## src/rtl/sync_stat_pkg.sv

```systemverilog
package sync_stat_pkg;

   // input lane indices inside the raw input vector
   localparam int unsigned LANE_V    = 0;
   localparam int unsigned LANE_H    = 1;
   localparam int unsigned LANE_X    = 2;
   localparam int unsigned LANE_XV   = 3;
   localparam int unsigned LANE_VLK  = 4;
   localparam int unsigned LANE_HLK  = 5;
   localparam int unsigned NUM_LANES = 6;

   // lanes that feed sticky detection flags / polarity meters
   localparam int unsigned NUM_DET = 3;
   localparam int unsigned NUM_POL = 2;

   // status byte, MSB first (bit 7 .. bit 0)
   typedef struct packed {
      logic hpll_unlocked;
      logic vamp_unlocked;
      logic xv_alarm;
      logic h_negative;
      logic v_negative;
      logic vx_seen;
      logic h_seen;
      logic v_seen;
   } status_t;

endpackage

```

## src/rtl/ssr_sync.sv

```systemverilog
module ssr_sync #(
   parameter int WIDTH  = 1,
   parameter int STAGES = 2
) (
   input  logic             clk,
   input  logic             rst_n,
   input  logic [WIDTH-1:0] d,
   output logic [WIDTH-1:0] q
);

   generate
      if (STAGES < 2) begin : g_bad_stages
         $error("ssr_sync: STAGES must be at least 2");
      end
      if (WIDTH < 1) begin : g_bad_width
         $error("ssr_sync: WIDTH must be at least 1");
      end
   endgenerate

   logic [WIDTH-1:0] stage [STAGES];

   always_ff @(posedge clk or negedge rst_n) begin
      if (!rst_n) stage[0] <= '0;
      else        stage[0] <= d;
   end

   generate
      for (genvar s = 1; s < STAGES; s++) begin : g_stage
         always_ff @(posedge clk or negedge rst_n) begin
            if (!rst_n) stage[s] <= '0;
            else        stage[s] <= stage[s-1];
         end
      end
   endgenerate

   assign q = stage[STAGES-1];

endmodule

```

## src/rtl/ssr_rise.sv

```systemverilog
module ssr_rise #(
   parameter int WIDTH = 1
) (
   input  logic             clk,
   input  logic             rst_n,
   input  logic [WIDTH-1:0] lvl,
   output logic [WIDTH-1:0] rise
);

   logic [WIDTH-1:0] lvl_q;

   always_ff @(posedge clk or negedge rst_n) begin
      if (!rst_n) lvl_q <= '0;
      else        lvl_q <= lvl;
   end

   assign rise = lvl & ~lvl_q;

endmodule

```

## src/rtl/ssr_sticky.sv

```systemverilog
module ssr_sticky #(
   parameter int WIDTH = 1
) (
   input  logic             clk,
   input  logic             rst_n,
   input  logic [WIDTH-1:0] set,
   input  logic             clr,
   output logic [WIDTH-1:0] q
);

   // a set on the same edge as a clear wins
   always_ff @(posedge clk or negedge rst_n) begin
      if (!rst_n) q <= '0;
      else        q <= set | (q & ~{WIDTH{clr}});
   end

endmodule

```

## src/rtl/ssr_polarity.sv

```systemverilog
module ssr_polarity #(
   parameter int WIN_LOG2 = 16
) (
   input  logic clk,
   input  logic rst_n,
   input  logic lvl,
   output logic negative
);

   generate
      if (WIN_LOG2 < 2 || WIN_LOG2 > 24) begin : g_bad_win
         $error("ssr_polarity: WIN_LOG2 must lie in 2..24");
      end
   endgenerate

   localparam int CW = WIN_LOG2 + 1;
   localparam logic [CW-1:0] HALF_CNT = {1'b0, 1'b1, {(WIN_LOG2-1){1'b0}}};

   logic [WIN_LOG2-1:0] tick;
   logic [CW-1:0]       high_cnt;
   logic [CW-1:0]       high_next;
   logic                win_end;

   assign win_end   = &tick;
   assign high_next = high_cnt + {{WIN_LOG2{1'b0}}, lvl};

   always_ff @(posedge clk or negedge rst_n) begin
      if (!rst_n) begin
         tick     <= '0;
         high_cnt <= '0;
         negative <= 1'b0;
      end else begin
         tick <= tick + 1'b1;
         if (win_end) begin
            negative <= (high_next >= HALF_CNT);
            high_cnt <= '0;
         end else begin
            high_cnt <= high_next;
         end
      end
   end

endmodule

```

## src/rtl/sync_status_reg.sv

```systemverilog
module sync_status_reg
   import sync_stat_pkg::*;
#(
   parameter int SYNC_STAGES = 2,
   parameter int WIN_LOG2    = 16
) (
   input  logic       clk,
   input  logic       rst_n,
   input  logic       vsync_in,
   input  logic       hsync_in,
   input  logic       vextr_in,
   input  logic       xv_event_in,
   input  logic       vamp_locked_in,
   input  logic       hpll_locked_in,
   input  logic       det_clear,
   input  logic       alarm_clear,
   input  logic       hdrive_in,
   output logic       hdrive_out,
   output logic [7:0] status_byte
);

   logic [NUM_LANES-1:0] raw;
   logic [NUM_LANES-1:0] lvl;
   logic [NUM_DET-1:0]   det_rise;
   logic [NUM_DET-1:0]   det_flag;
   logic [NUM_POL-1:0]   pol_neg;
   logic                 alarm;
   status_t              st;

   always_comb begin
      raw           = '0;
      raw[LANE_V]   = vsync_in;
      raw[LANE_H]   = hsync_in;
      raw[LANE_X]   = vextr_in;
      raw[LANE_XV]  = xv_event_in;
      raw[LANE_VLK] = vamp_locked_in;
      raw[LANE_HLK] = hpll_locked_in;
   end

   ssr_sync #(.WIDTH(NUM_LANES), .STAGES(SYNC_STAGES)) u_sync (
      .clk   (clk),
      .rst_n (rst_n),
      .d     (raw),
      .q     (lvl)
   );

   ssr_rise #(.WIDTH(NUM_DET)) u_rise (
      .clk   (clk),
      .rst_n (rst_n),
      .lvl   (lvl[NUM_DET-1:0]),
      .rise  (det_rise)
   );

   ssr_sticky #(.WIDTH(NUM_DET)) u_det (
      .clk   (clk),
      .rst_n (rst_n),
      .set   (det_rise),
      .clr   (det_clear),
      .q     (det_flag)
   );

   ssr_sticky #(.WIDTH(1)) u_alarm (
      .clk   (clk),
      .rst_n (rst_n),
      .set   (lvl[LANE_XV]),
      .clr   (alarm_clear),
      .q     (alarm)
   );

   generate
      for (genvar p = 0; p < NUM_POL; p++) begin : g_pol
         ssr_polarity #(.WIN_LOG2(WIN_LOG2)) u_pol (
            .clk      (clk),
            .rst_n    (rst_n),
            .lvl      (lvl[p]),
            .negative (pol_neg[p])
         );
      end
   endgenerate

   always_comb begin
      st.v_seen        = det_flag[LANE_V];
      st.h_seen        = det_flag[LANE_H];
      st.vx_seen       = det_flag[LANE_X];
      st.v_negative    = pol_neg[LANE_V];
      st.h_negative    = pol_neg[LANE_H];
      st.xv_alarm      = alarm;
      st.vamp_unlocked = ~lvl[LANE_VLK];
      st.hpll_unlocked = ~lvl[LANE_HLK];
   end

   assign status_byte = st;
   assign hdrive_out  = hdrive_in & ~alarm;

endmodule

```

## config.mk

```make
export PLATFORM = sky130hd
export DESIGN_NAME = sync_status_reg
export DESIGN_NICKNAME = d
export VERILOG_FILES = /design/src/rtl/sync_stat_pkg.sv /design/src/rtl/ssr_sync.sv /design/src/rtl/ssr_rise.sv /design/src/rtl/ssr_sticky.sv /design/src/rtl/ssr_polarity.sv /design/src/rtl/sync_status_reg.sv
export SDC_FILE = /design/constraint.sdc
export NUM_CORES = 1
export LEC_CHECK = 0
export ABC_CLOCK_PERIOD_IN_PS = 1650
export BUFFER_PORTS_ARGS = -buffer_cell sky130_fd_sc_hd__buf_2
export CAP_MARGIN = 20
export CORE_ASPECT_RATIO = 0.6
export CORE_UTILIZATION = 50
export CTS_BUF_LIST = sky130_fd_sc_hd__clkbuf_8
export CTS_CLUSTER_SIZE = 14
export DETAILED_ROUTE_END_ITERATION = 6
export GPL_TIMING_DRIVEN = 0
export MAX_ROUTING_LAYER = met4
export PLACE_DENSITY = 0.7
export SETUP_SLACK_MARGIN = 0.15
export SYNTH_ARGS = -nofsm -noshare
export SYNTH_HDL_FRONTEND = slang
export SYNTH_HIERARCHICAL = 1
export SYNTH_SLANG_ARGS = --single-unit
```

## constraint.sdc

```tcl
create_clock -name clk -period 1.65 [get_ports clk]
set_input_delay 0.165 -clock clk [delete_from_list [all_inputs] [get_ports clk]]
set_output_delay 0.165 -clock clk [all_outputs]
set_load 0.01 [all_outputs]
```

# Word level (Yosys, flattened, before mapping)
# Index checks and enable logic that the tools add are counted.
# classes
add_sub_neg	4
magnitude_cmp	2
n_mux	2
bitwise	12
reduce_logical	2
# op_table
op	count
17-bit by 1-bit adder with 17-bit output	2
17-bit by 16-bit >= comparator with 1-bit output (second input constant)	2
17-bit 2-to-1 mux	2
16-bit by 1-bit adder with 16-bit output (second input constant)	2
16-bit AND reduction	2
3-bit AND	2
3-bit inverter	2
1-bit inverter	4
3-bit bitwise OR	1
1-bit AND	2
1-bit bitwise OR	1
# totals
reg_bits	87
in_bits	11
word_cells	33

# Longest topological paths before layout
# logic_depth
ltp_word	3
depth_mapped	8
ltp_nobuf	7

# Cells and area by module
# The synthesis kept the hierarchy.
# by_module_without_submodules
module	instances	cells_per_inst	area_each_um2	seq_area_each_um2
ssr_polarity	2	142	1546.5	850.8
ssr_sync	1	18	345.3	300.3
ssr_rise	1	6	116.4	75.1
ssr_sticky (u_det)	1	7	101.3	75.1
ssr_sticky (u_alarm)	1	3	36.3	25.0
sync_status_reg	1	4	28.8	0.0

# Worst setup path after synthesis
# Ideal clock, no wire load.
# synth_path
kind	flip-flop to flip-flop
start	register u_sync.stage, in the netlist u_sync/q[0]
end	register g_pol[0].u_pol.negative
setup_ns	0.126
t_arrival_ns	1.621
slack_ns	-0.098
path_stages_with_launch	9
synth_period_minus_slack_ns	1.748
path_cell_list	dfrtp_1 buf_4 ha_1 ha_1 and4_1 nand4_1 xor2_1 and2_4 a21oi_2
# synth_via
elab_chain_len	2
# synth_lines
item	line_no	text
start: declaration	ssr_sync.sv:20	logic [WIDTH-1:0] stage [STAGES];
start signal: indexed assignment	ssr_sync.sv:31	else stage[s] <= stage[s-1];
17-bit by 1-bit adder with 17-bit output	ssr_polarity.sv:25	assign high_next = high_cnt + {{WIN_LOG2{1'b0}}, lvl};
17-bit by 16-bit >= comparator with 1-bit output	ssr_polarity.sv:35	negative <= (high_next >= HALF_CNT);
end signal: assignment	ssr_polarity.sv:35	
end: declaration	ssr_polarity.sv:7	output logic negative
# No other way between the ends.
# A chain may end at the register's enable or synchronous reset.

# Worst setup path in the final report
# layout_path
start	register u_sync.stage, in the netlist u_sync/q[1]
end	register g_pol[1].u_pol.negative
# layout_via
elab_chain_len	2
# layout_lines
item	line_no
17-bit by 1-bit adder with 17-bit output	ssr_polarity.sv:25
17-bit by 16-bit >= comparator with 1-bit output	ssr_polarity.sv:35
end signal: assignment	ssr_polarity.sv:35
end: declaration	ssr_polarity.sv:7
# No other way between the ends.

==> reports/metrics.cfg <==
[run_status]
status = complete, no violations

[yosys]
most_numerous_cell_in_the_yosys_netlist = dfrtp_1
synthArstFlopShare = 1.000
avgSynthCellArea_um2 = 11.56
synth_seq_cells = 87
post_synth_inst_count = 322
yosys_warnings = 6
synthTopCellsByCount = 87 x dfrtp_1, 44 x nor2_1, 32 x nand2_1, 30 x xor2_1, 26 x xnor2_1
synth-edff-count = 0
ys_seq_area_frac = 0.5851
synth_ff_type = dfrtp_1
synthesis.nets = 341
netlist.area_leader.share = 0.5851
synth_top_cells_by_area = dfrtp_1 59%, xor2_1 7.1%, xnor2_1 6.1%
distinct_cell_type_count_after_synthesis = 25
summed_instance_area_of_the_synthesized_netlist_um2 = 3721
yosys.area.top_type = dfrtp_1

[clock_network]
cts.clk_slew.worst_paths_ps = 90
tritoncts = done
cts_inserted_buffers = 9
cts_max_path_buffers = 2
ctsHtreeMaxLevel = 3
cts_sinks = 87
ctsRootBufferMaster = clkbuf_8
clk_latency_ps = 360

[setup_path]
crit-reg2reg-launch = u_sync/q[1]
cp_slowest_stage_delay_ps = 350
required_time_at_the_worst_slack_endpoint_ps = 1950
data_arrival_time_at_the_worst_slack_endpoint_ps = 1910
cpMostUsedCell = ha_4
worst_setup_path_startpoint = u_sync/q[1]
worstPathCellList = buf_6 -> ha_4 -> ha_4 -> and4_4 -> nand4_1 -> xor2_2 -> and2_4 -> a21oi_2
worst_path_max_delay_cell = dfrtp_1
critical_path_peak_fanout = 3
worst_setup_path_start_kind = flip-flop
worstSetupPathType = flip-flop to flip-flop
cp-end-kind = flip-flop

[placement]
dp.final_hpwl_um = 3985
placed_area_um2 = 4049
numPortBuffers = 19
place_congestion = 0.8085
post-place-cells = 442

[route]
antenna_violating_nets_post_route = 0
drtIter0Drc = 122
drt-wirelength-per-cell_um = 14.00
drt-total-wl_um = 6945
drc = 0
num_vias = 2446
avgViaCountPerCell = 4.931
number_of_search_and_repair_iterations_in_the_first_detailed_routing_pass = 6

[floorplanning]
die_outline_area_um2 = 7803
design.portCount = 20
fp.coreArea_um2 = 6935
fp.dieH_um = 68.83
die_w_um = 113.4
std_cell_rows = 23
floorplan.initialDensity = 0.5365

[final_layout]
fillerInstances = 510
drive_gt1_frac = 0.3636
final_net_count = 410
antenna_cells = 0
finish.instance_area_um2 = 4936
final-instance-count-excl-fill = 496
flow.area_growth_from_synthesis_pct = 32.65

[power_and_ir_drop]
power.sequential.fraction = 0.503
ir_drop_mv = 0.5933
power_per_cell_area_nw_per_um2 = 1027
swShare = 0.2653
power_switching_w = 0.001344
design_power_total_w = 0.005067
internal_dissipation_w = 0.003723
power.combinational.fraction = 0.144
lkg_pwr_nw = 2.269
clock_power_share = 0.353

[sta]
fmax_mhz = 619.8
fin_crit_sh = 0.9778
final_hold_viol_count = 0
maxSlewViolCount = 0
rel_slew_slack = 0.7814
final-setup-viol-count = 0
post-route-min-period_ps = 1613
worst_clk_skew_ps = 9.557
tightest_slew_ps = 328.0
setup_repair_after_global_routing_missed_its_margin = true

[global_routing]
grt_antenna_before_repair = 0
vias_in_the_first_global_route = 2338
maximum_number_of_pins_on_one_net_before_global_route_repair = 67
gr-total-overflow = 0
groute.usage.overall = 0.1982
grt_pass1_wl_um = 11060

[worst_hold_path]
timing.hold.worst.class = input pin to flip-flop
min_from = alarm_clear

[run]
max_cap_viol_count = 0

==> power groups by stage <==
| stage | registers (W) | logic [W] | clock network [W] |
|---|---|---|---|
| 2_1_floorplan | 0.00253 | 0.000357 | 0 |
| 3_3_place_gp | 0.00256 | 0.000475 | 0 |
| 3_5_place_dp | 0.00257 | 0.000508 | 0 |
| 4_1_cts | 0.00253 | 0.000597 | 0.00184 |
| 5_1_grt | 0.00257 | 0.000820 | 0.00193 |
| 6_report | 0.00255 | 0.000731 | 0.00179 |
==> cells in the final DEF, fill, tap and decap left out, types with 4 or more instances in the layout <==
master / netlist / final
inv_1: 8 / 8
xor2_1: 30 / 24
ha_4: 0 / 4
and3_1: 4 / 4
buf_8: 0 / 4
nor2_2: 0 / 8
nand4_1: 10 / 10
buf_2: 0 / 18
nand2_1: 32 / 30
a21oi_2: 2 / 4
nor2_1: 44 / 19
and3_4: 4 / 4
nand3_1: 24 / 22
and4_4: 2 / 4
and4_1: 6 / 4
buf_4: 7 / 29
xor2_2: 0 / 6
a21o_1: 4 / 4
xnor2_1: 26 / 25
buf_6: 4 / 6
nor2_4: 0 / 17
nor2b_4: 4 / 5
dlygate4sd3_1: 0 / 7
dfrtp_1: 87 / 85
clkbuf_8: 0 / 9
==> metrics by stage <==
stage | worst slack [ps] | setup TNS [ps] | util | hold WS [ps]
after global placement | -344.3 | -29340 | 0.5795 | 273.9
after detailed placement | -10.99 | -49.97 | 0.5838 | 78.54
final | 36.70 | 0 | 0.7117 | 80.35
after floorplan | 145.1 | 0 | - | -130.6
after CTS | 44.28 | 0 | 0.6576 | 60.37
after global routing | -37.42 | -105.6 | 0.7117 | 78.13
==> registers in the layout, indices dropped and copies added, names as in the netlist <==
name,cells
g_pol.u_pol/high_cnt,34
g_pol.u_pol/negative,2
g_pol.u_pol/tick,32
u_alarm/q,1
u_det/q,3
u_rise/lvl_q,3
u_sync/q,6
u_sync/stage,6
==> cell type report <==
| cell class | count | area (um2) | area share |
|---|---|---|---|
| sequential | 87 | 2180 | 0.4416 |
| timing repair buffer | 58 | 493.0 | 0.09987 |
| buffer | 11 | 130.1 | 0.02636 |
| tap | 100 | 125.1 | 0.02535 |
| clock buffer | 9 | 123.9 | 0.02510 |
| multi-input combinational | 216 | 1734 | 0.3513 |
| clock inverter | 7 | 120.1 | 0.02433 |
| inverter | 8 | 30.03 | 0.006084 |
==> critical path, delay by kind of cell (launching register included) <==
family | cells | cell delay (ps)
compound gates | 1 | 110
xor+xnor | 1 | 190
fa+ha+maj | 2 | 260
buf+inv | 1 | 110
flops | 1 | 350
simple gates | 3 | 530
==> path summary, 6_finish.rpt <==
check / end / slack (ps) / cells past startpoint
min in group asynchronous: g_pol[0].u_pol/high_cnt[10] / 230 / 2
max reg2reg: g_pol[1].u_pol/negative / 40 / 8
max in group asynchronous: g_pol[1].u_pol/tick[9] / 800 / 3
max: g_pol[1].u_pol/negative / 40 / 8
min: u_alarm/q / 80 / 3
min reg2reg: u_sync/q[2] / 350 / 0
==> repair_timing <==
action | in CTS | in global routing
cloned | 0 | 2
buffers inserted | 19 | 10
endpoints found under the setup margin | 33 | 31
hold buffers | 7 | 0
endpoints found under the hold margin | 27 | 0
resized for setup | 11 | 64
pin swaps | 9 | 9
==> kinds of logic after synthesis <==
group / after synthesis / share of synthesized area
AOI/OAI and AO/OA: 10 / 0.01816
xor gates and xnor gates: 56 / 0.1318
adders and majority gates: 8 / 0.02690
buffers and inverters: 19 / 0.03430
DFF: 87 / 0.5851
and+or+nand+nor: 142 / 0.2038
==> per-layer routing <==
| layer | part of all wire | routed length (um) | global-route usage |
|---|---|---|---|
| met2 | 0.44 | 3036 | 0.2853 |
| met4 | 0.015 | 104 | 0.08059 |
| met1 | 0.52 | 3592 | 0.2652 |
| met3 | 0.030 | 211 | 0.05857 |
| met5 | 0 | 0 | - |
(Power assumes the default switching activity.)
